File: config.mk
export PLATFORM = sky130hd
export DESIGN_NAME = bitcell_recover
export DESIGN_NICKNAME = d
export VERILOG_FILES = /design/src/rtl/bcr_pkg.sv /design/src/rtl/bcr_ctrl.sv /design/src/rtl/bcr_datapath.sv /design/src/rtl/bitcell_recover.sv
export SDC_FILE = /design/constraint.sdc
export NUM_CORES = 1
export LEC_CHECK = 0
export BUFFER_PORTS_ARGS = -buffer_cell sky130_fd_sc_hd__buf_2
export CORE_ASPECT_RATIO = 0.75
export CORE_MARGIN = 3
export CORE_UTILIZATION = 40
export CTS_CLUSTER_DIAMETER = 200
export CTS_CLUSTER_SIZE = 25
export DETAILED_ROUTE_END_ITERATION = 16
export PLACE_DENSITY = 0.63
export SYNTH_ARGS = -nofsm -noshare
export SYNTH_HDL_FRONTEND = slang
export SYNTH_SLANG_ARGS = --single-unit
File: constraint.sdc
create_clock -name clk -period 1.67 [get_ports clk]
set_input_delay 0.334 -clock clk [delete_from_list [all_inputs] [get_ports clk]]
set_output_delay 0.334 -clock clk [all_outputs]
set_load 0.05 [all_outputs]
File: src/rtl/bcr_pkg.sv
`timescale 1ns/1ps
package bcr_pkg;
  // Strobes handed from the control side to the bit datapath.
  typedef struct packed {
    logic accept;  // accepted flux transition: restart cell timing
    logic step;    // one cell-counter step (prescaler wrap)
  } bcrStrobe_t;
endpackage

File: src/rtl/bcr_ctrl.sv
`timescale 1ns/1ps
module bcr_ctrl
  import bcr_pkg::*;
#(
  parameter int BASE_DIV    = 16,
  parameter int ZONE_W      = 2,
  parameter int HOLDOFF     = 20,
  parameter int SYNC_STAGES = 2
) (
  input  logic              clk,
  input  logic              rstN,
  input  logic              fluxIn,
  input  logic [ZONE_W-1:0] zoneSel,
  output bcrStrobe_t        strobe
);
  localparam int PRE_W = $clog2(BASE_DIV);
  localparam int HC_W  = $clog2(HOLDOFF + 1);
  localparam int GAP_W = PRE_W + 1;

  // Synchroniser chain, then one more flop for edge detection.
  logic [SYNC_STAGES-1:0] syncQ;
  logic                   edgeQ;
  logic                   fluxRise;

  always_ff @(posedge clk or negedge rstN) begin
    if (!rstN) begin
      syncQ <= '0;
      edgeQ <= 1'b0;
    end else begin
      syncQ <= {syncQ[SYNC_STAGES-2:0], fluxIn};
      edgeQ <= syncQ[SYNC_STAGES-1];
    end
  end

  assign fluxRise = syncQ[SYNC_STAGES-1] & ~edgeQ;

  // Hold-off filter: reject rises that come too close to the last accepted one.
  logic [HC_W-1:0] holdCnt;
  logic            accept;

  assign accept = fluxRise && (holdCnt == '0);

  always_ff @(posedge clk or negedge rstN) begin
    if (!rstN) begin
      holdCnt <= '0;
    end else if (accept) begin
      holdCnt <= HC_W'(HOLDOFF - 1);
    end else if (holdCnt != '0) begin
      holdCnt <= holdCnt - 1'b1;
    end
  end

  // Zone prescaler: wraps every (BASE_DIV - zoneSel) clocks.
  logic [PRE_W-1:0] preCnt;
  logic [PRE_W-1:0] divMax;
  logic             preWrap;

  assign divMax  = PRE_W'(BASE_DIV - 1) - PRE_W'(zoneSel);
  assign preWrap = (preCnt >= divMax);

  always_ff @(posedge clk or negedge rstN) begin
    if (!rstN) begin
      preCnt <= '0;
    end else if (accept || preWrap) begin
      preCnt <= '0;
    end else begin
      preCnt <= preCnt + 1'b1;
    end
  end

  assign strobe.accept = accept;
  assign strobe.step   = preWrap && !accept;

  // Checker state: clocks since the last step or restart.
  logic [GAP_W-1:0] gapCnt;
  always_ff @(posedge clk or negedge rstN) begin
    if (!rstN) begin
      gapCnt <= '0;
    end else if (strobe.step || strobe.accept) begin
      gapCnt <= '0;
    end else if (gapCnt != '1) begin
      gapCnt <= gapCnt + 1'b1;
    end
  end


  accept_spacing_chk: assert property (@(posedge clk) disable iff (!rstN)
    strobe.accept |=> !strobe.accept);


  step_gap_chk: assert property (@(posedge clk) disable iff (!rstN)
    strobe.step |-> (gapCnt < GAP_W'(BASE_DIV)));


  restart_no_step_chk: assert property (@(posedge clk) disable iff (!rstN)
    strobe.accept |=> !strobe.step);

  initial begin
    holdoff_param_chk: assert (HOLDOFF >= 2 && SYNC_STAGES >= 2);
  end
endmodule

File: src/rtl/bcr_datapath.sv
`timescale 1ns/1ps
module bcr_datapath
  import bcr_pkg::*;
#(
  parameter int CNT_W = 4,
  parameter int PH_W  = 2
) (
  input  logic       clk,
  input  logic       rstN,
  input  bcrStrobe_t strobe,
  output logic       bitTick,
  output logic       bitVal
);
  localparam logic [PH_W-1:0] TICK_PHASE = PH_W'((1 << (PH_W - 1)) - 1);
  localparam int              CELL_W     = CNT_W - PH_W;

  logic [CNT_W-1:0] cellCnt;
  logic             tickNow;

  assign tickNow = strobe.step && (cellCnt[PH_W-1:0] == TICK_PHASE);

  always_ff @(posedge clk or negedge rstN) begin
    if (!rstN) begin
      cellCnt <= '0;
    end else if (strobe.accept) begin
      cellCnt <= '0;
    end else if (strobe.step) begin
      cellCnt <= cellCnt + 1'b1;
    end
  end

  always_ff @(posedge clk or negedge rstN) begin
    if (!rstN) begin
      bitTick <= 1'b0;
      bitVal  <= 1'b0;
    end else begin
      bitTick <= tickNow;
      if (tickNow) begin
        bitVal <= (cellCnt[CNT_W-1:PH_W] == CELL_W'(0));
      end
    end
  end

  // Checker state: zero ticks seen since the last one tick.
  logic [2:0] zeroRun;
  always_ff @(posedge clk or negedge rstN) begin
    if (!rstN) begin
      zeroRun <= '0;
    end else if (bitTick) begin
      zeroRun <= bitVal ? 3'd0 : ((zeroRun == 3'd7) ? zeroRun : zeroRun + 3'd1);
    end
  end


  single_tick_chk: assert property (@(posedge clk) disable iff (!rstN)
    bitTick |=> !bitTick);


  val_with_tick_chk: assert property (@(posedge clk) disable iff (!rstN)
    !$stable(bitVal) |-> bitTick);


  zero_run_chk: assert property (@(posedge clk) disable iff (!rstN)
    (bitTick && !bitVal) |-> (zeroRun < 3'd3));


  accept_quiet_chk: assert property (@(posedge clk) disable iff (!rstN)
    strobe.accept |=> !bitTick);
endmodule

File: src/rtl/bitcell_recover.sv
`timescale 1ns/1ps
module bitcell_recover
  import bcr_pkg::*;
#(
  parameter int BASE_DIV = 16,
  parameter int ZONE_W   = 2,
  parameter int HOLDOFF  = 20,
  parameter int CNT_W    = 4
) (
  input  logic              clk,
  input  logic              rstN,
  input  logic              fluxIn,
  input  logic [ZONE_W-1:0] zoneSel,
  output logic              bitTick,
  output logic              bitVal
);
  bcrStrobe_t strobe;

  bcr_ctrl #(
    .BASE_DIV   (BASE_DIV),
    .ZONE_W     (ZONE_W),
    .HOLDOFF    (HOLDOFF),
    .SYNC_STAGES(2)
  ) u_ctrl (
    .clk    (clk),
    .rstN   (rstN),
    .fluxIn (fluxIn),
    .zoneSel(zoneSel),
    .strobe (strobe)
  );

  bcr_datapath #(
    .CNT_W(CNT_W),
    .PH_W (2)
  ) u_dp (
    .clk    (clk),
    .rstN   (rstN),
    .strobe (strobe),
    .bitTick(bitTick),
    .bitVal (bitVal)
  );
endmodule

==> qor.txt <==
DR iter-0 viols: 16
DR vias/cell: 4.72
Min cycle time layout: 1580 ps
Post-route ant nets: 0
Footprint of the multi-input gates: 359 sq um
Sequential group share of total power: 44.5%
Final instance area: 1000 sq um
Net Sw Frac: 36.4%
First-pass GRT wire length: 2.24 mm
Leak pwr: 0.485 nW
Top-count cell post-synth: dfrtp_1
Crit path DAT: 1760 ps
Least-Margin Pin Slew: 403 ps
Ys flop type: dfrtp_1
Gate power share: 40.3%
DRT Pass-1 Iters: 4
Most common library cells after synthesis: 18 x dfrtp_1, 14 x nor2_1, 7 x inv_1, 6 x ha_1
P&R area growth vs syn: 20.0%
Sequential area share after synthesis: 54.1%
Gr ovfl total: 0
Syn_area_per_cell: 11.1 sq um
Cell Count, Final, Fillers Out: 116
IO Port Bufs: 6
Worst endpoint required time: 1850 ps
Worst clock skew: 1.31 ps
Internal power: 1.10 mW
EDFF count, synth: 0
Final WS setup: 93.2 ps
CTS Buf Count: 3
Delay-heaviest family, CP: simple AND/OR/NAND/NOR gates
Synth Cell Area: 833 sq um
DIE AREA: 2670 sq um
Power after layout: 1.73 mW
Worst slew margin relative to its limit: 73.1%
Die W: 58.7 microns
Setup CP Type: reg2reg
Final TNS setup: 0 ps
Initial antenna violation count: 0
Clock Path Buffers: 2
H-tree depth: 1
Post-synth cell types: 23
GP Congestion: 0.767
Worst hold path class: in2reg
FMAX: 634 MHz
Fin. Hold Viols: 0
Share of the synthesized area in the top cell type: 54.1%
Cells along the critical path: inv_1, ha_1, nor3b_2, nor2_1, and3_4, mux2_4
Yosys reg bits: 18
Root Buffer: clkbuf_4
Worst-path clk slew: 100 ps
Slowest stage cell on the critical path: dfrtp_1
Register area: 450 sq um
Sinks on Clock Net: 18
Top cells by area, synth: dfrtp_1 54%, ha_1 9.0%, nor2_1 6.3%
Clock latency on the worst-skew pair: 290 ps
Power density over the cells: 1730 nW/um^2
Status: completed
CTS tree: done
Ratio of cells with drive above 1 in the final layout: 27.7%
Sw Pwr: 0.628 mW
Pin count of the biggest net entering global routing: 19
Clock Power Share: 15.2%
Core area: 1850 sq um
Post-route DRC: 0
Pre-CTS setup slack: 38.1 ps
Synth async-reset ratio: 100%
Max-cap violations: 0
Die Ht: 45.5 microns
Top cell type by total area after synthesis: dfrtp_1
IO Pins: 7
Post-DP HPWL: 1.01 mm
Number of buffers and inverters on the critical path: 1
Syn Nets: 86
CP max FO: 2
Syn Inst Count: 75
Routed length per instance: 11.6 microns
Period Utilization, post-route: 94.4%
Total length of routed wires: 1.34 mm
Via count: 548
RSZ-0062 raised after global routing: false
Vias in the first global route: 525
Cells after DPL: 110
Final Slew Violations: 0
Critical Path Sink Type: flip-flop
Starting density of the core: 44.9%
Fill cells: 176
Peak supply drop: 0.895 mV
Syn. warnings: 0
Cell Area, Placed: 943 sq um
Antenna Cells: 0
Crit-path max cell delay: 370 ps
Crit start category: flip-flop
Final Net Count: 106
Count of final setup violators: 0
Num rows: 13
GRT Util Overall: 11.9%
-- through the flow --
step / hold slack (ps) / util, %
2_1_floorplan: 38.4 / -
3_3_place_gp: 292 / 50.9
3_5_place_dp: 288 / 50.9
4_1_cts: 127 / 53.4
5_1_grt: 120 / 53.9
6_report: 142 / 53.9
-- layer usage --
layer,global-route usage (%),share of wire [%],vias to the layer above
met5,0,0,-
met4,5.43,1.6,0
met3,5.10,4.7,4
met2,16.3,40,9
met1,16.3,54,249
li1,-,-,286
-- placed cells by master, fill, tap and decap left out --
master         Yosys  layout
dfrtp_1           18      18
nor2_1            14      14
buf_4              0       8
inv_1              7       6
buf_2              0       6
ha_1               6       5
xnor2_1            4       4
nand2_1            4       4
o21ai_0            3       3
nand3_1            3       3
clkbuf_4           0       3
nor3_1             2       2
nor3b_2            1       1
o211ai_1           1       1
nor2b_1            1       1
nor4b_4            1       1
nand2_2            1       1
xor2_1             1       1
inv_2              0       1
and3_4             1       1
or4b_1             1       1
a21oi_1            1       1
and2_1             1       1
nor3b_1            1       1
a211oi_1           1       1
mux2_4             1       1
mux2_2             1       1
ha_2               0       1
clkbuf_8           0       1
dlygate4sd3_1      0       1
-- worst paths after layout --
| kind | endpoint | slack, ps | cells after the start | startpoint |
|---|---|---|---|---|
| max reg2reg | u_dp.bitVal | 90 | 6 | u_ctrl.preCnt[0] |
| min in group asynchronous | u_ctrl.preCnt[0] | 500 | 2 | rstN |
| min | u_ctrl.syncQ[0] | 140 | 1 | fluxIn |
| max in group asynchronous | u_dp.cellCnt[3] | 890 | 2 | rstN |
| min reg2reg | u_ctrl.syncQ[1] | 360 | 0 | u_ctrl.syncQ[0] |
| max | u_dp.bitVal | 90 | 6 | u_ctrl.preCnt[0] |
-- flip-flops by register name (all words and copies together) (netlist names) --
name            flops
u_ctrl.syncQ        2
u_ctrl.holdCnt      5
u_dp.bitTick        1
u_dp.cellCnt        4
u_ctrl.edgeQ        1
u_dp.bitVal         1
u_ctrl.preCnt       4
-- power groups by stage --
stage	sequential [mW]	combinational, mW	clock [mW]
global placement	0.775	0.671	0
floorplan	0.795	0.443	0
global route	0.795	0.789	0.294
detailed placement	0.774	0.693	0
finish	0.768	0.696	0.263
CTS	0.768	0.697	0.279
-- kinds of logic (layout without fill, tap and decap cells) --
group | Yosys count | count (layout) | share of synthesized area, %
flip-flops | 18 | 18 | 54.1
XOR/XNOR | 5 | 5 | 5.26
adder cells (fa/ha/maj) | 6 | 6 | 9.01
AND/OR/NAND/NOR | 31 | 31 | 21.2
buffers and inverters | 7 | 26 | 3.15
multiplexers | 2 | 2 | 3.15
AO/OA/AOI/OAI | 6 | 6 | 4.20
-- repair_timing --
item	4_1_cts	5_1_grt
hold buffers	1	0
setup buffers	0	1
endpoints found under the setup margin	0	1
resized for setup	0	2
hold endpoints to repair	18	0
-- final cells by class --
type	count	area share, %
repair buffers	15	10.0
well taps	22	2.75
clock buffers	4	3.63
inverters	7	2.63
multi-input cells	50	35.9
flip-flops and latches	18	45.1
(Power assumes the default switching activity.)
